$ cat src/rtl/lmc_pkg.sv
package lmc_pkg;

  // strobes from control to datapath
  typedef struct packed {
    logic capture;        // latch request fields
    logic chargeGuess;    // one tag + one data read (guessed way)
    logic chargeRest;     // remaining ways, tags and data
    logic chargeAllTags;  // every tag way
    logic chargeOneData;  // a single data way after tag match
  } lmcStrobe_t;

  // status from datapath to control
  typedef struct packed {
    logic guessHit;
    logic anyHit;
  } lmcStatus_t;

endpackage

$ cat src/rtl/lmc_datapath.sv
module lmc_datapath
  import lmc_pkg::*;
#(
  parameter int WAYS  = 4,
  parameter int SETS  = 4,
  parameter int TAG_W = 6,
  parameter int CNT_W = 16,
  localparam int WAY_W = $clog2(WAYS),
  localparam int SET_W = $clog2(SETS)
) (
  input  logic             clk,
  input  logic             rst_n,
  input  logic             fillValid,
  input  logic [SET_W-1:0] fillSet,
  input  logic [WAY_W-1:0] fillWay,
  input  logic [TAG_W-1:0] fillTag,
  input  logic [SET_W-1:0] reqSet,
  input  logic [TAG_W-1:0] reqTag,
  input  logic [WAY_W-1:0] reqPredWay,
  input  lmcStrobe_t       strobe,
  output lmcStatus_t       status,
  output logic [WAY_W-1:0] hitWay,
  output logic [CNT_W-1:0] tagReads,
  output logic [CNT_W-1:0] dataReads
);

  localparam logic [CNT_W-1:0] INC_ONE  = CNT_W'(1);
  localparam logic [CNT_W-1:0] INC_REST = CNT_W'(WAYS - 1);
  localparam logic [CNT_W-1:0] INC_ALL  = CNT_W'(WAYS);

  logic [TAG_W-1:0] tagMem   [SETS][WAYS];
  logic [WAYS-1:0]  validMem [SETS];
  logic [SET_W-1:0] curSet;
  logic [TAG_W-1:0] curTag;
  logic [WAY_W-1:0] curGuess;
  logic [WAYS-1:0]  matchVec;
  logic [CNT_W-1:0] tagInc, dataInc;

  always_ff @(posedge clk) begin
    if (fillValid) tagMem[fillSet][fillWay] <= fillTag;
  end

  always_ff @(posedge clk) begin
    if (!rst_n) begin
      for (int s = 0; s < SETS; s++) validMem[s] <= '0;
    end else if (fillValid) begin
      validMem[fillSet][fillWay] <= 1'b1;
    end
  end

  always_ff @(posedge clk) begin
    if (!rst_n) begin
      curSet   <= '0;
      curTag   <= '0;
      curGuess <= '0;
    end else if (strobe.capture) begin
      curSet   <= reqSet;
      curTag   <= reqTag;
      curGuess <= reqPredWay;
    end
  end

  for (genvar w = 0; w < WAYS; w++) begin : g_cmp
    assign matchVec[w] = validMem[curSet][w] && (tagMem[curSet][w] == curTag);
  end

  always_comb begin
    hitWay = '0;
    for (int w = WAYS - 1; w >= 0; w--) begin
      if (matchVec[w]) hitWay = WAY_W'(w);
    end
  end

  assign status.guessHit = matchVec[curGuess];
  assign status.anyHit   = |matchVec;

  always_comb begin
    tagInc  = '0;
    dataInc = '0;
    if (strobe.chargeGuess)   begin tagInc += INC_ONE;  dataInc += INC_ONE;  end
    if (strobe.chargeRest)    begin tagInc += INC_REST; dataInc += INC_REST; end
    if (strobe.chargeAllTags) tagInc  += INC_ALL;
    if (strobe.chargeOneData) dataInc += INC_ONE;
  end

  always_ff @(posedge clk) begin
    if (!rst_n) begin
      tagReads  <= '0;
      dataReads <= '0;
    end else begin
      tagReads  <= tagReads + tagInc;
      dataReads <= dataReads + dataInc;
    end
  end

endmodule

$ cat src/rtl/lmc_control.sv
module lmc_control
  import lmc_pkg::*;
(
  input  logic       clk,
  input  logic       rst_n,
  input  logic       reqValid,
  output logic       reqReady,
  input  lmcStatus_t status,
  output lmcStrobe_t strobe,
  output logic       respValid,
  output logic       respMode
);

  typedef enum logic [1:0] {ST_IDLE, ST_FIRST, ST_SECOND} lmcState_t;

  lmcState_t stateQ, stateD;
  logic       modeQ;     // 1 = guessed-way mode
  logic [1:0] histCnt;

  assign reqReady = (stateQ == ST_IDLE);
  assign respMode = modeQ;

  always_comb begin
    strobe               = '0;
    strobe.capture       = reqValid && reqReady;
    respValid            = 1'b0;
    stateD               = stateQ;
    unique case (stateQ)
      ST_IDLE: if (strobe.capture) stateD = ST_FIRST;
      ST_FIRST: begin
        strobe.chargeGuess   = modeQ;
        strobe.chargeAllTags = !modeQ;
        if (modeQ && status.guessHit) begin
          respValid = 1'b1;
          stateD    = ST_IDLE;
        end else begin
          stateD = ST_SECOND;
        end
      end
      ST_SECOND: begin
        strobe.chargeRest    = modeQ;
        strobe.chargeOneData = !modeQ && status.anyHit;
        respValid            = 1'b1;
        stateD               = ST_IDLE;
      end
      default: stateD = ST_IDLE;
    endcase
  end

  always_ff @(posedge clk) begin
    if (!rst_n) begin
      stateQ  <= ST_IDLE;
      modeQ   <= 1'b1;
      histCnt <= 2'd2;
    end else begin
      stateQ <= stateD;
      if (strobe.capture) modeQ <= histCnt[1];
      if (respValid) begin
        if (status.anyHit) begin
          if (histCnt != 2'd3) histCnt <= histCnt + 2'd1;
        end else begin
          if (histCnt != 2'd0) histCnt <= histCnt - 2'd1;
        end
      end
    end
  end

endmodule

$ cat src/rtl/lookup_mode_ctrl.sv
module lookup_mode_ctrl
  import lmc_pkg::*;
#(
  parameter int WAYS  = 4,
  parameter int SETS  = 4,
  parameter int TAG_W = 6,
  parameter int CNT_W = 16,
  localparam int WAY_W = $clog2(WAYS),
  localparam int SET_W = $clog2(SETS)
) (
  input  logic             clk,
  input  logic             rst_n,
  input  logic             fillValid,
  input  logic [SET_W-1:0] fillSet,
  input  logic [WAY_W-1:0] fillWay,
  input  logic [TAG_W-1:0] fillTag,
  input  logic             reqValid,
  output logic             reqReady,
  input  logic [SET_W-1:0] reqSet,
  input  logic [TAG_W-1:0] reqTag,
  input  logic [WAY_W-1:0] reqPredWay,
  output logic             respValid,
  output logic             respHit,
  output logic [WAY_W-1:0] respWay,
  output logic             respMode,
  output logic [CNT_W-1:0] tagReads,
  output logic [CNT_W-1:0] dataReads
);

  lmcStrobe_t strobe;
  lmcStatus_t status;

  lmc_control u_ctrl (
    .clk       (clk),
    .rst_n     (rst_n),
    .reqValid  (reqValid),
    .reqReady  (reqReady),
    .status    (status),
    .strobe    (strobe),
    .respValid (respValid),
    .respMode  (respMode)
  );

  lmc_datapath #(
    .WAYS (WAYS), .SETS (SETS), .TAG_W (TAG_W), .CNT_W (CNT_W)
  ) u_dp (
    .clk        (clk),
    .rst_n      (rst_n),
    .fillValid  (fillValid),
    .fillSet    (fillSet),
    .fillWay    (fillWay),
    .fillTag    (fillTag),
    .reqSet     (reqSet),
    .reqTag     (reqTag),
    .reqPredWay (reqPredWay),
    .strobe     (strobe),
    .status     (status),
    .hitWay     (respWay),
    .tagReads   (tagReads),
    .dataReads  (dataReads)
  );

  assign respHit = status.anyHit;

endmodule

$ cat config.mk
export PLATFORM = sky130hd
export DESIGN_NAME = lookup_mode_ctrl
export DESIGN_NICKNAME = d
export VERILOG_FILES = /design/src/rtl/lmc_pkg.sv /design/src/rtl/lmc_datapath.sv /design/src/rtl/lmc_control.sv /design/src/rtl/lookup_mode_ctrl.sv
export SDC_FILE = /design/constraint.sdc
export NUM_CORES = 1
export LEC_CHECK = 0
export BUFFER_PORTS_ARGS = -buffer_cell sky130_fd_sc_hd__buf_2
export CORE_UTILIZATION = 40
export CTS_CLUSTER_SIZE = 24
export DETAILED_ROUTE_END_ITERATION = 10
export PLACE_DENSITY = 0.59
export SLEW_MARGIN = 0
export SYNTH_ARGS = -nofsm -noshare
export SYNTH_HDL_FRONTEND = slang
export SYNTH_HIERARCHICAL = 1
export SYNTH_SLANG_ARGS = --single-unit
$ cat constraint.sdc
create_clock -name clk -period 5.66 [get_ports clk]
set_input_delay 0.283 -clock clk [delete_from_list [all_inputs] [get_ports clk]]
set_output_delay 0.283 -clock clk [all_outputs]
set_load 0.005 [all_outputs]
==> summary.txt <==
Detailed routing
  • Vias per cell: 5.24
  • Vias: between 4000 and 5000
  • Post-Route WL: 14500 microns
  • DRC violations left: 0
  • Routed Antenna Nets: 0
  • Average wire per standard cell: approximately 18 microns
  • DRT iter0 DRCs: approximately 210
  • 1st-pass router iterations: 4

Power and ir drop
  • Power per cell area: 322 mW/mm^2
  • Pleak: between 3 and 4 nW
  • Final Total Pwr: 2.68 mW
  • Peak supply drop: between 0.2 and 0.25 mV

Timing
  • Final Slew Violations: 0
  • Worst slew margin: 0.235
  • Setup-failing EPs final: 0
  • RSZ-0062 raised after global routing: false
  • Final min period: about 4.9 ns
  • Final Cycle Share: 0.871
  • Fmax: ~0.2 GHz
  • Setup Skew: 0.00739 ns
  • Slew at the pin closest to its max-slew limit: approximately 1.1 ns
  • Setup TNS: 0 ns
  • Final hold slack: ~0.12 ns
  • Hold Violations, Final: 0

Critical path
  • Worst setup SP type: flip-flop
  • Setup crit end kind: flip-flop
  • Crit Path Category: flip-flop to flip-flop
  • CP arrival: 5.28 ns
  • Req. time, crit path: 6.01 ns
  • CP max FO: 29

Final layout
  • Most frequent cells in the layout: 112 x edfxtp_1, 61 x buf_2, 48 x dfxtp_1
  • Most common cell after layout, fill and taps aside: edfxtp_1
  • Final Core Density: 0.476
  • Fraction of layout cells with a size suffix above 1: 0.200
  • Non-Filler Instances: just over 800
  • Diodes inserted: 0
  • Final nets: 635
  • Layout area overhead: 14.5%
  • Fillers: about 1500

CTS
  • Hold buffer count at CTS: 0
  • # clock sinks: between 150 and 200
  • # resized after CTS: 0
  • CTS tree: built
  • H-tree Lvls: 4
  • Clock slew seen by the registers of the worst setup and hold paths: around 0.060 ns
  • Worst skew pair latency: 0.43 ns
  • Post-CTS Repair Setup Buffers: 0
  • CTS Buffer Depth: 2
  • Number of buffers created by CTS: 17
  • Clk root buf: clkbuf_16

Synth
  • Yosys reg bits: about 160
  • EDFF count, synth: between 100 and 150
  • Syn_area_per_cell: around 14 sq um
  • Ys async rst share: 0
  • Syn Nets: 577
  • Top_reg_cell synth: edfxtp_1
  • Syn Inst Count: 534
  • Synth Warn #: 6
  • Sequential share of the synthesized area: 0.599
  • Post-synth cell types: a little under 60
  • Mapped Area: between 0.007 and 0.008 sq mm

Floorplan
  • Die Span Y: between 100 and 150 microns
  • DIE WIDTH: around 140 microns
  • Die area: 0.0187 sq mm
  • Top-Level Pins: 62
  • Number of core rows: 48
  • Initial Utilization: 0.415
  • Core ar.: around 0.017 sq mm

GRT
  • Initial antenna violation count: 0
  • Largest net degree at the start of global routing: 65
  • First-pass GRT wire length: 22700 microns
  • Gr usage total: 0.166
  • Vias in the first global route: 4352
  • Grt total ovfl: 0

Place
  • Count of input and output buffers: a little over 60
  • Cells after DPL: between 700 and 800
  • Estimated wirelength of the detail-placed design: ~10000 microns
  • Gpl congestion: 0.786

Run
  • # Max-Cap Violations: 0

Outcome
  • Outcome: finished, final reports clean

Worst hold path
  • HP Class: primary input to flip-flop
layout make-up:
class	instances	area, sq um	share of cell area
tap	225	282	0.0339
multi-input combinational	337	2720	0.327
timing repair buffer	64	328	0.0394
inverter	11	41.3	0.00497
sequential	161	4350	0.523
clock buffer	17	425	0.0512
clock inverter	15	171	0.0206
state kept, by name, indices dropped and copies added (netlist names), named ones only:
name,cells
u_dp/tagReads,16
u_ctrl/histCnt,2
u_dp/curGuess,2
u_dp/validMem,16
u_dp/tagMem,96
u_ctrl/respMode,1
u_dp/curTag,6
u_dp/curSet,2
u_ctrl/stateQ,2
u_dp/dataReads,16
per-layer routing:
metal	track usage	share of wire	vias up
li1	-	-	2091
met1	0.204	0.45	2166
met2	0.283	0.50	85
met3	0.0441	0.042	11
met4	0.0525	0.0085	0
met5	0	0	-
synth_stat cells (4+ instances only):
| library cell | count | area share |
|---|---|---|
| nand4_1 | 11 | 0.0095 |
| inv_1 | 11 | 0.0057 |
| mux2_2 | 4 | 0.0062 |
| edfxtp_1 | 112 | 0.46 |
| mux4_2 | 9 | 0.028 |
| dfxtp_1 | 49 | 0.14 |
| a21boi_0 | 5 | 0.0052 |
| nand3_1 | 11 | 0.0076 |
| nand2b_1 | 10 | 0.0086 |
| nand2_1 | 25 | 0.013 |
| nor2_1 | 33 | 0.017 |
| xor2_1 | 25 | 0.030 |
| xnor2_1 | 24 | 0.029 |
| clkbuf_1 | 15 | 0.0078 |
| mux2i_1 | 24 | 0.033 |
| mux4_1 | 10 | 0.036 |
| or3_1 | 5 | 0.0043 |
| nand3b_1 | 5 | 0.0052 |
| buf_6 | 5 | 0.0078 |
| and2_1 | 24 | 0.021 |
| o21ai_0 | 20 | 0.014 |
| nor3_1 | 8 | 0.0055 |
| nor2b_1 | 13 | 0.011 |
| ha_1 | 18 | 0.031 |
| a21oi_1 | 6 | 0.0041 |
per-stage QoR:
stage	cell area (sq um)	setup slack, ns
floorplan	7260	1.67
global placement	7710	0.877
detailed placement	7710	0.762
CTS	8310	0.729
global route	8310	0.314
finish	8310	0.729
worst max-delay path, cell delays in order, from the launching register on:
cell      delay [ns]
dfxtp_2         0.81
buf_4           0.38
mux4_1          0.35
xnor2_1         0.15
nand4_1         0.13
nor3_2          0.39
nor2_1          0.12
nand3_1         0.19
nand2_1         0.07
nor2_1          0.23
mux2_2          0.40
ha_1            0.28
nand3_1         0.08
a21boi_1        0.22
o21bai_1        0.14
or2_2           0.34
or3_1           0.36
a21boi_0        0.18
logic make-up after synthesis:
logic type | synth area share
buffers and inverters | 0.0267
adder cells (fa/ha/maj) | 0.0338
flip-flops | 0.599
AND/OR/NAND/NOR | 0.124
XOR/XNOR | 0.0591
multiplexers | 0.105
AO/OA/AOI/OAI | 0.0526
path summary, 6_finish.rpt:
path | from | endpoint | slack (ns) | cells after the start
max | flip-flop | u_dp/dataReads[15] | 0.73 | 17
min | reqValid | u_ctrl/stateQ[0] | 0.12 | 2
max reg2reg | flip-flop | u_dp/dataReads[15] | 0.73 | 17
min reg2reg | u_dp/tagReads[13] | u_dp/tagReads[13] | 0.51 | 2
where the power goes:
group          internal (mW)  leakage, nW  switching [mW]
Clock                  0.664        0.292           0.488
Combinational         0.0910         1.39           0.106
Sequential              1.30         1.42          0.0337
Total                   2.05         3.10           0.628
(Power assumes the default switching activity.)
